===== src/rtl/irq_prio_core.sv =====
module irq_prio_core #(
  parameter int N = 8,
  localparam int W = $clog2(N)
) (
  input  logic         clk,
  input  logic         rst_n,
  input  logic         cfg_level,
  input  logic         cfg_aeoi,
  input  logic [N-1:0] irq_in,
  input  logic         mask_wr,
  input  logic [N-1:0] mask_val,
  input  logic         pcmd_wr,
  input  logic         pcmd_r,
  input  logic         pcmd_sl,
  input  logic         pcmd_eoi,
  input  logic [W-1:0] pcmd_lvl,
  input  logic         ack_set,
  input  logic         ack_done,
  output logic         int_req,
  output logic [W-1:0] win_id,
  output logic [N-1:0] irr_q,
  output logic [N-1:0] isr_q,
  output logic [N-1:0] imr_q,
  output logic [W-1:0] prio_low
);
  localparam logic [N-1:0] ONE  = {{(N-1){1'b0}}, 1'b1};
  localparam logic [W-1:0] STEP = {{(W-1){1'b0}}, 1'b1};

  logic [N-1:0] irq_prev;
  logic [W-1:0] svc_q;
  logic         rot_aeoi_q;
  logic         req_hit, isr_hit;
  logic [W-1:0] req_id, isr_id;

  function automatic logic [W-1:0] rank_of(input logic [W-1:0] id, input logic [W-1:0] low);
    return id - low - STEP;
  endfunction

  wire [N-1:0] pend = irr_q & ~imr_q;

  always_comb begin
    req_hit = 1'b0;
    req_id  = '0;
    isr_hit = 1'b0;
    isr_id  = '0;
    for (int k = N - 1; k >= 0; k--) begin
      logic [W-1:0] idx;
      idx = prio_low + STEP + W'(k);
      if (pend[idx])  begin req_hit = 1'b1; req_id = idx; end
      if (isr_q[idx]) begin isr_hit = 1'b1; isr_id = idx; end
    end
  end

  assign win_id  = req_id;
  assign int_req = req_hit & (~isr_hit | (rank_of(req_id, prio_low) < rank_of(isr_id, prio_low)));

  wire           take     = ack_set & req_hit;
  wire [W-1:0]   eoi_lvl  = pcmd_sl ? pcmd_lvl : isr_id;
  wire           lvl_ok   = pcmd_sl | isr_hit;
  wire           cmd_eoi  = pcmd_wr & pcmd_eoi & lvl_ok;
  wire           cmd_rot  = pcmd_wr & pcmd_r & (pcmd_sl | pcmd_eoi) & lvl_ok;
  wire           cmd_arm  = pcmd_wr & ~pcmd_sl & ~pcmd_eoi;
  wire           auto_end = ack_done & cfg_aeoi;
  wire           auto_rot = auto_end & rot_aeoi_q;

  wire [N-1:0] clr_cmd  = cmd_eoi  ? (ONE << eoi_lvl) : '0;
  wire [N-1:0] clr_auto = auto_end ? (ONE << svc_q)   : '0;
  wire [N-1:0] set_ack  = take     ? (ONE << req_id)  : '0;
  wire [N-1:0] clr_irr  = (take & ~cfg_level) ? (ONE << req_id) : '0;

  always_ff @(posedge clk) begin
    if (!rst_n) begin
      irq_prev   <= '0;
      irr_q      <= '0;
      isr_q      <= '0;
      imr_q      <= '0;
      prio_low   <= W'(N - 1);
      svc_q      <= '0;
      rot_aeoi_q <= 1'b0;
    end else begin
      irq_prev <= irq_in;
      if (cfg_level) irr_q <= irq_in;
      else           irr_q <= (irr_q | (irq_in & ~irq_prev)) & ~clr_irr;
      isr_q <= (isr_q & ~clr_cmd & ~clr_auto) | set_ack;
      if (mask_wr) imr_q <= mask_val;
      if (take)    svc_q <= req_id;
      if (cmd_arm) rot_aeoi_q <= pcmd_r;
      if (cmd_rot)       prio_low <= eoi_lvl;
      else if (auto_rot) prio_low <= svc_q;
    end
  end

  assert_masked_never_wins_R4: assert property (@(posedge clk) disable iff (!rst_n)
    int_req |-> !imr_q[win_id]);

  assert_int_outranks_service_R6: assert property (@(posedge clk) disable iff (!rst_n)
    int_req |-> !isr_q[win_id]);

  assert_ack_marks_service_R7: assert property (@(posedge clk) disable iff (!rst_n)
    (ack_set && req_hit && !pcmd_wr && !ack_done) |=> isr_q[$past(win_id)]);

  assert_nseoi_clears_one_R8: assert property (@(posedge clk) disable iff (!rst_n)
    (pcmd_wr && !pcmd_r && !pcmd_sl && pcmd_eoi && isr_q != '0 && !ack_set && !ack_done)
      |=> $countones(isr_q) == $countones($past(isr_q)) - 1);

  assert_set_lowest_R10: assert property (@(posedge clk) disable iff (!rst_n)
    (pcmd_wr && pcmd_r && pcmd_sl) |=> prio_low == $past(pcmd_lvl));

  assert_auto_end_R11: assert property (@(posedge clk) disable iff (!rst_n)
    (ack_done && cfg_aeoi && !ack_set) |=> !isr_q[$past(svc_q)]);
endmodule


===== config.mk =====
export PLATFORM = sky130hd
export DESIGN_NAME = irq_prio_core
export DESIGN_NICKNAME = d
export VERILOG_FILES = /design/src/rtl/irq_prio_core.sv
export SDC_FILE = /design/constraint.sdc
export NUM_CORES = 1
export LEC_CHECK = 0
export BUFFER_PORTS_ARGS = -buffer_cell sky130_fd_sc_hd__buf_2
export CORE_MARGIN = 2
export CORE_UTILIZATION = 52
export CTS_BUF_LIST = sky130_fd_sc_hd__clkbuf_8 sky130_fd_sc_hd__clkbuf_16
export CTS_CLUSTER_SIZE = 25
export DETAILED_ROUTE_END_ITERATION = 8
export PLACE_DENSITY = 0.77
export SETUP_SLACK_MARGIN = 0.3
export SLEW_MARGIN = 10
export SYNTH_ARGS = -nofsm -noshare
export SYNTH_HDL_FRONTEND = slang
export SYNTH_SLANG_ARGS = --single-unit
export TNS_END_PERCENT = 1

===== constraint.sdc =====
create_clock -name clk -period 4.7 [get_ports clk]
set_clock_uncertainty 0.2 [all_clocks]
set_input_delay 0.235 -clock clk [delete_from_list [all_inputs] [get_ports clk]]
set_output_delay 0.235 -clock clk [all_outputs]
set_load 0.03 [all_outputs]

==> results.cfg, run 1 <==
[finish]
finalInstanceArea_um2 = 4850
fin_nets = 561
area_growth_pct = 28.2
fillCellCount = 558
antenna_cells = 0
finish.utilization_pct = 68.0
drive_above_1_share_pct = 34.5

[floorplanning]
die_h_um = 89.3
rows = 31
coreArea_um2 = 7140
die_w_um = 89.3
die_area_um2 = 7980
start_util_pct = 53.0
num_io_pins = 61

[worst_setup_path]
start_kind = flop
cp.arrival_ps = 4250
crit_path_end_kind = output port
path_class = flop to output port
rr_worst_depth = 13
crit_fanout = 8
required_ps = 4260

[synthesis]
synth_area_leaders = dfxtp_1 21%, mux2i_1 9.3%, mux4_2 8.3%
synthTopCellsByCount = 39 x dfxtp_1, 37 x nor2_1, 35 x mux2i_1, 29 x o21ai_0
synth_async_sr_flop_share_pct = 0
synth_seq_cells = 39
synth.most_common_cell = dfxtp_1
post-synth-top-area-cell = dfxtp_1
synth_edf_count = 0
yosysUniqueCellTypes = 80
avgSynthCellArea_um2 = 8.95
synth_ff_type = dfxtp_1
synth_nets = 461
synthesis.instances = 423
yosysSeqAreaShare_pct = 20.6
synth-warning-count = 0
synth_top_area_share_pct = 20.6
synth_area_um2 = 3780

[timing]
fin_ws_ps = 11.4
worst_pin_slew_ps = 890
max_slew_margin_pct = 40.0
achievable-frequency_mhz = 213
period_minus_slack_ps = 4690
hold_viol = 0
slew_viol_final = 0
fin_tns_setup_ps = 0
setup_violations = 0
period_share_pct = 99.8
rsz0062_at_grt = yes

[min_path]
hp-class = input port to flop
holdPathStages = 3

[place]
hpwl_um = 8110
gp_congestion = 0.969
dp_slack_ps = 136
port_buffers = 60
post_dp_cell_area_um2 = 4260

[detailed_routing]
drt-total-wl_um = 12000
vias = 3987
detail-route-antenna-nets = 0
vias_per_cell = 6.40
drt-initial-drc-count = 419
drc_errors = 0
drt_first_pass_iters = 8
routedWlPerCell_um = 19.3

[clocking]
clock_latency_ps = 280
clockBufferDepth = 2
cts_buffers = 5
cts.htree.levels = 2
cts-root-buf = clkbuf_8
cts.sinks = 39
clkTransAtPathRegs_ps = 80
cts_tree = built

[global_routing]
antenna_found_initial = 0
grt_usage_pct = 28.7
grt_pass1_vias = 3562
grt_pass1_wl_um = 17900
grt_max_degree = 30
grt_overflow = 0

[run_status]
outcome = finished clean

[job]
max_cap_viol_count = 0
## state kept, by name, summed over array words and instances (netlist names)
signal	flops
imr_q	8
irq_prev	8
irr_q	8
isr_q	8
prio_low	3
rot_aeoi_q	1
svc_q	3
## per-stage QoR
stage / hold WS, ps / std cells
2_1_floorplan: 157 / 423
4_1_cts: 5.38 / 619
3_5_place_dp: 253 / 578
6_report: 21.1 / 623
5_1_grt: 33.8 / 623
3_3_place_gp: 251 / 578
## final timing paths
| check | start | slack [ps] | to |
|---|---|---|---|
| setup reg to reg | prio_low[0] | 860 | isr_q[5] |
| setup / recovery | prio_low[0] | 10 | int_req |
| hold / removal | mask_val[0] | 20 | imr_q[0] |
| hold reg to reg | rot_aeoi_q | 310 | rot_aeoi_q |
## critical path, stage by stage, from the launching register on
cell	delay, ps
dfxtp_4	400
inv_4	50
ha_4	340
buf_8	150
mux4_2	560
mux2_4	320
mux2_2	270
o22a_1	170
a31o_4	270
fa_2	360
xnor2_2	140
xnor2_1	130
ha_1	280
nor2b_1	130
o21ai_1	130
and2_4	160
buf_6	120
## layer usage
metal	wire (um)	GRT usage (%)	share of wire [%]	vias to the layer above
li1	-	-	-	1798
met1	4740	39.3	39	1907
met2	5790	45.7	48	231
met3	961	3.60	8.0	51
met4	530	12.5	4.4	0
met5	0	0	0	-
## cell usage in the layout, fill, tap and decap left out, types with 13 or more instances in the layout
cell type / Yosys / routed
nand2b_1: 13 / 13
dlygate4sd3_1: 0 / 15
nand3_1: 15 / 15
mux2i_1: 35 / 33
buf_4: 1 / 36
o21ai_0: 29 / 25
dfxtp_1: 39 / 37
buf_2: 5 / 59
nor2_1: 37 / 37
inv_1: 23 / 22
nand2_1: 23 / 23
mux4_2: 14 / 17
## cell families (layout without fill, tap and decap cells)
logic type / Yosys count / count (layout) / synth area share (%)
AND/OR/NAND/NOR: 137 / 137 / 19.2
AO/OA/AOI/OAI: 110 / 110 / 22.0
multiplexers: 65 / 65 / 24.3
buffers and inverters: 52 / 153 / 6.68
flip-flops: 39 / 39 / 20.6
XOR/XNOR: 12 / 12 / 4.13
adder cells (fa/ha/maj): 8 / 8 / 3.04
## layout make-up
| cell class | count | area (um^2) | area share (%) |
|---|---|---|---|
| clock inverter | 2 | 12.5 | 0.258 |
| multi-input combinational | 332 | 2920 | 60.1 |
| inverter | 26 | 100 | 2.06 |
| timing repair buffer | 119 | 833 | 17.2 |
| tap | 99 | 124 | 2.55 |
| sequential | 39 | 786 | 16.2 |
| clock buffer | 6 | 82.6 | 1.70 |
## timing repair
item,4_1_cts,5_1_grt
gates resized for setup,23,22
setup buffers,18,4
endpoints found under the setup margin,1,1
pin swaps,14,13
endpoints found under the hold margin,15,0
hold buffers,15,0
Power of run 1 is not shown: default switching activity piles up to over one toggle a cycle in this logic, so the estimate is an artifact.
==> inputs of run 2 (changes only) <==
--- a/config.mk
+++ b/config.mk
@@ -12,7 +12,7 @@
 export CTS_CLUSTER_SIZE = 25
 export DETAILED_ROUTE_END_ITERATION = 8
 export PLACE_DENSITY = 0.77
-export SETUP_SLACK_MARGIN = 0.3
+export SETUP_SLACK_MARGIN = 0.05
 export SLEW_MARGIN = 10
 export SYNTH_ARGS = -nofsm -noshare
 export SYNTH_HDL_FRONTEND = slang
==> run 2 against run 1 <==
The run now ends with negative setup slack left. Hold slack gained 3.0 ps. Sequential share of layout area is essentially flat. Largest cell class unchanged. Critical path type unchanged. Global-route usage grew 0.43 points. Critical path depth grew 3. Via count grew 0.40%. Highest routed layer unchanged.
==> results.cfg, run 2 (synthesis gave the netlist of run 1 again) <==
[detailed_routing]
routedWlPerCell_um = 18.8
drt-total-wl_um = 11600
drt_first_pass_iters = 5
vias = 4003
drc_errors = 0
drt-initial-drc-count = 475
detail-route-antenna-nets = 0
vias_per_cell = 6.45

[floorplanning]
die_area_um2 = 7980
rows = 31
start_util_pct = 53.0
coreArea_um2 = 7140
die_w_um = 89.3
num_io_pins = 61
die_h_um = 89.3

[pwr]
p_per_area_nw_per_um2 = 899
comb_power_share_pct = 83.4
clkPwrFrac_pct = 5.1
swShare_pct = 50.7
sequentialPowerShare_pct = 11.5
switching_power_w = 0.00221
intPower_w = 0.00215
leakage_nw = 2.08
ir_drop_mv = 0.588

[timing]
fin_ws_ps = -17.9
max_slew_margin_pct = 35.9
fin_tns_setup_ps = -17.9
whs_ps = 24.1
period_share_pct = 100
rsz0062_at_grt = yes
hold_viol = 0
slew_viol_final = 0
period_minus_slack_ps = 4720
worst_pin_slew_ps = 951
setup_violations = 1
achievable-frequency_mhz = 212

[clocking]
cts.sinks = 39
cts_buffers = 5
clkTransAtPathRegs_ps = 80
cts_tree = built
clock_latency_ps = 300
clockBufferDepth = 2
cts.htree.levels = 2
cts-root-buf = clkbuf_8

[worst_setup_path]
crit_path_end_kind = output port
rr_worst_depth = 13
crit_fanout = 7
r2r_setup_slack_ps = 870
required_ps = 4260
r2r_end = isr_q[3]
cp.arrival_ps = 4280
path_class = flop to output port
start_kind = flop
r2r_start = prio_low[0]

[global_routing]
grt_overflow = 0
grt_max_degree = 30
grt_pass1_wl_um = 18100
grt_usage_pct = 29.2
antenna_found_initial = 0
grt_pass1_vias = 3635

[finish]
drive_above_1_share_pct = 34.3
mostFrequentLayoutCell = buf_2
area_growth_pct = 28.3
fin_nets = 560
final_cell_mix = 59 x buf_2, 37 x nor2_1, 36 x dfxtp_1
antenna_cells = 0
final_cells = 621

[place]
gp_congestion = 0.905
dpl.cell_count = 577
hpwl_um = 7950
port_buffers = 60

[job]
max_cap_viol_count = 0

[min_path]
holdPathStages = 3
hold_start = mask_val[4]
holdPathEnd = imr_q[4]
hp-class = input port to flop

[run_status]
outcome = finished, violations left
violations = negative setup slack
==> run 2: power groups by stage <==
stage | Sequential, W | Clock, W | Combinational, W
detailed placement | 0.000495 | 0 | 0.00295
CTS | 0.000493 | 0.000226 | 0.00323
global route | 0.000508 | 0.000241 | 0.00387
floorplan | 0.000546 | 0 | 0.00212
global placement | 0.000494 | 0 | 0.00289
finish | 0.000501 | 0.000223 | 0.00364
==> run 2: timing repair <==
item | in CTS | in global routing
setup buffers | 13 | 9
setup endpoints to repair | 1 | 1
pin swaps | 6 | 13
hold buffers | 15 | 0
gates cloned | 1 | 0
endpoints found under the hold margin | 15 | 0
gates resized for setup | 25 | 21
==> run 2: final cells by class <==
class	count	area (um^2)
multi-input cells	332	2930
fillers	535	2280
repair buffers	118	835
flip-flops and latches	39	787
well taps	99	124
inverters	26	100
clock buffers	5	68.8
clock inverters	2	13.8
==> run 2: worst max path at each step <==
stage	from	to	slack [ps]	cells past startpoint
2_1_floorplan	prio_low[0]	int_req	60	22
3_3_place_gp	prio_low[0]	int_req	110	16
3_5_place_dp	prio_low[0]	int_req	40	16
4_1_cts	prio_low[0]	int_req	50	16
5_1_grt	prio_low[0]	int_req	-140	19
6_report	prio_low[0]	int_req	-20	19
==> run 2: critical path: stages (launching register included) <==
cell and delay [ps]:
dfxtp_4 390, inv_4 50, ha_4 340, buf_6 140, mux4_2 560, mux2_4 300
inv_2 70, o2111a_1 190, o211a_1 180, nand2b_1 80, o21ai_2 70, a21oi_2 90
fa_2 400, xnor2_2 160, xnor2_1 130, ha_1 300, nor2b_1 130, o21ai_1 130
and2_4 160, buf_6 120
==> run 2: layer usage <==
metal / track usage [%] / vias up / part of all wire (%)
li1: - / 1801 / -
met1: 39.1 / 1913 / 41
met2: 46.4 / 238 / 48
met3: 5.45 / 51 / 7.9
met4: 11.8 / 0 / 3.3
met5: 0 / - / 0
==> run 2: metrics by stage <==
stage | instance area, um^2 | total power [W] | setup WS, ps | utilization (%)
after floorplan | 3830 | 0.00267 | 63.3 | -
after global placement | 4250 | 0.00338 | 108 | 59.6
after detailed placement | 4250 | 0.00345 | 38.1 | 59.6
after CTS | 4700 | 0.00395 | 53.8 | 65.9
after global routing | 4850 | 0.00462 | -145 | 68.0
final | 4850 | 0.00436 | -17.9 | 68.0
Power figures use the tool's default switching activity.
==> inputs of run 3 (changes only) <==
--- a/config.mk
+++ b/config.mk
@@ -5,13 +5,14 @@
 export SDC_FILE = /design/constraint.sdc
 export NUM_CORES = 1
 export LEC_CHECK = 0
+export ABC_AREA = 1
 export BUFFER_PORTS_ARGS = -buffer_cell sky130_fd_sc_hd__buf_2
 export CORE_MARGIN = 2
 export CORE_UTILIZATION = 52
 export CTS_BUF_LIST = sky130_fd_sc_hd__clkbuf_8 sky130_fd_sc_hd__clkbuf_16
 export CTS_CLUSTER_SIZE = 25
 export DETAILED_ROUTE_END_ITERATION = 8
-export PLACE_DENSITY = 0.77
+export PLACE_DENSITY = 0.78
 export SETUP_SLACK_MARGIN = 0.05
 export SLEW_MARGIN = 10
 export SYNTH_ARGS = -nofsm -noshare
==> run 3 against run 2 <==
The flow now finishes without violations. Via count fell by 4.8%. Core utilization fell by 2.7 points. Die area fell by 8.9%. Fmax is 6.3% higher. Synthesized cell count increased by 34%. Combinational power shrank 19%.
==> results.cfg, run 3 <==
[worst_setup_path]
cp.arrival_ps = 4000
path_class = flop to output port
start_kind = flop
crit_fanout = 10
crit_slowest_cell = dfxtp_4
cp.depth = 24
rr_worst_depth = 15
path_cells = inv_6 > ha_4 > buf_12 > nand2_2 > nand2_4 > buf_4 > o211ai_2 > nand2_4 > a21oi_1 > nand3_1 > nand2_1 > nand2_1 > nand2_1 > nand2_2 > nand2_4 > inv_2 > fa_1 > xor2_1 > xor2_1 > ha_1 > a21oi_2 > a21oi_2 > nor2_2 > buf_6
crit_buf_inv = 5
crit_path_end_kind = output port
max_stage_delay_ps = 390
required_ps = 4260
critPathTopFamily = adder cells

[finish]
area_growth_pct = 20.9
final_cell_mix = 210 x nand2_1, 63 x inv_1, 59 x buf_2
drive_above_1_share_pct = 25.5
finish.utilization_pct = 65.3
final_cells = 720
mostFrequentLayoutCell = nand2_1
fin_nets = 680
finalInstanceArea_um2 = 4150
antenna_cells = 0

[job]
max_cap_viol_count = 0

[clocking]
clock_latency_ps = 290
cts_tree = built
cts.htree.levels = 2
clockBufferDepth = 2
cts_buffers = 5
clkTransAtPathRegs_ps = 80
cts-root-buf = clkbuf_8
cts.sinks = 39

[min_path]
hp-class = input port to flop
holdPathStages = 3

[synthesis]
synth_top_area_share_pct = 23.2
synth_seq_cells = 39
synthesis.instances = 567
post-synth-top-area-cell = nand2_1
avgSynthCellArea_um2 = 6.05
synth.most_common_cell = nand2_1
synth_async_sr_flop_share_pct = 0
synthTopCellsByCount = 212 x nand2_1, 64 x inv_1, 51 x nand3_1, 39 x dfxtp_1, 29 x a21oi_1
synth_ff_type = dfxtp_1
synth_area_um2 = 3430
synth_area_leaders = nand2_1 23%, dfxtp_1 23%, nand3_1 7.4%
yosysUniqueCellTypes = 43
synth-warning-count = 0
synth_nets = 605
yosysSeqAreaShare_pct = 22.7
synth_edf_count = 0

[global_routing]
grt_max_degree = 29
grt_usage_pct = 26.8
antenna_found_initial = 0
grt_pass1_vias = 3336
grt_overflow = 0
grt_pass1_wl_um = 15900

[pwr]
p_per_area_nw_per_um2 = 890
leakage_nw = 2.23
ir_drop_mv = 0.605

[timing]
period_minus_slack_ps = 4440
achievable-frequency_mhz = 225
rsz0062_at_grt = no
period_share_pct = 94.4
hold_viol = 0
worst_pin_slew_ps = 559
slew_viol_final = 0
fin_tns_setup_ps = 0
setup_violations = 0
max_slew_margin_pct = 62.6

[floorplanning]
die_w_um = 85.2
num_io_pins = 61
coreArea_um2 = 6350
rows = 29
die_area_um2 = 7270
start_util_pct = 54.0
die_h_um = 85.2

[place]
gp_congestion = 0.988
port_buffers = 60
dpl.cell_count = 693
hpwl_um = 7480
post_dp_cell_area_um2 = 3750

[run_status]
outcome = finished clean

[detailed_routing]
vias = 3812
routedWlPerCell_um = 13.8
drt-initial-drc-count = 397
drt_first_pass_iters = 7
drt-total-wl_um = 9920
vias_per_cell = 5.29
drc_errors = 0
detail-route-antenna-nets = 0
-- run 3: worst paths after layout --
| kind | start | end | slack (ps) |
|---|---|---|---|
| min | mask_val[3] | imr_q[3] | 20 |
| min reg2reg | imr_q[2] | imr_q[2] | 280 |
| max reg2reg | prio_low[0] | prio_low[0] | 1640 |
| max | prio_low[0] | int_req | 260 |
-- run 3: through the flow --
step | power [W] | hold slack (ps) | setup WS (ps)
after floorplan | 0.00251 | 147 | 140
after global placement | 0.00302 | 246 | 337
after detailed placement | 0.00307 | 256 | 198
after CTS | 0.00343 | 13.8 | 57.8
after global routing | 0.00400 | 35.2 | 34.1
final | 0.00369 | 21.0 | 261
-- run 3: area by class of cell --
| cell class | instances | area [um^2] |
|---|---|---|
| Clock buffer | 5 | 68.8 |
| Clock inverter | 3 | 43.8 |
| Fill cell | 578 | 2200 |
| Inverter | 74 | 285 |
| Multi-Input combinational cell | 439 | 2330 |
| Sequential cell | 39 | 787 |
| Tap cell | 77 | 96.3 |
| Timing Repair Buffer | 83 | 533 |
-- run 3: what timing repair did --
| action | 4_1_cts | 5_1_grt |
|---|---|---|
| pin swaps | 1 | 9 |
| setup endpoints to repair | 1 | 1 |
| buffers inserted | 3 | 6 |
| hold buffers | 10 | 0 |
| hold endpoints to repair | 10 | 0 |
| gates resized for setup | 9 | 21 |
-- run 3: report_power, final --
group	switching, W	internal (W)	total [W]	leakage [nW]
clock	0.000121	0.000158	0.000279	0.0581
combinational	0.00192	0.00102	0.00294	1.85
sequential	0.0000798	0.000397	0.000476	0.322
total	0.00212	0.00157	0.00369	2.23
-- run 3: routing by layer --
layer  GRT usage (%)  vias to the layer above  wire [um]
met4            5.19                        0         82
met2            45.8                      137       4840
li1                -                     1952          -
met5               0                        -          0
met1            36.9                     1714       4470
met3            2.72                        9        524
-- run 3: cells by family (layout without fill, tap and decap cells) --
| family | Yosys count | after routing | synth area share (%) |
|---|---|---|---|
| DFF | 39 | 39 | 22.7 |
| buffers and inverters | 89 | 165 | 11.5 |
| xor gates and xnor gates | 4 | 4 | 1.02 |
| and+or+nand+nor | 334 | 334 | 43.6 |
| adders and majority gates | 8 | 8 | 3.35 |
| AOI/OAI and AO/OA | 93 | 93 | 17.8 |
-- run 3: worst min-delay path, stage by stage --
cell	delay, ps
buf_2	70
o21ai_0	70
a21oi_1	100
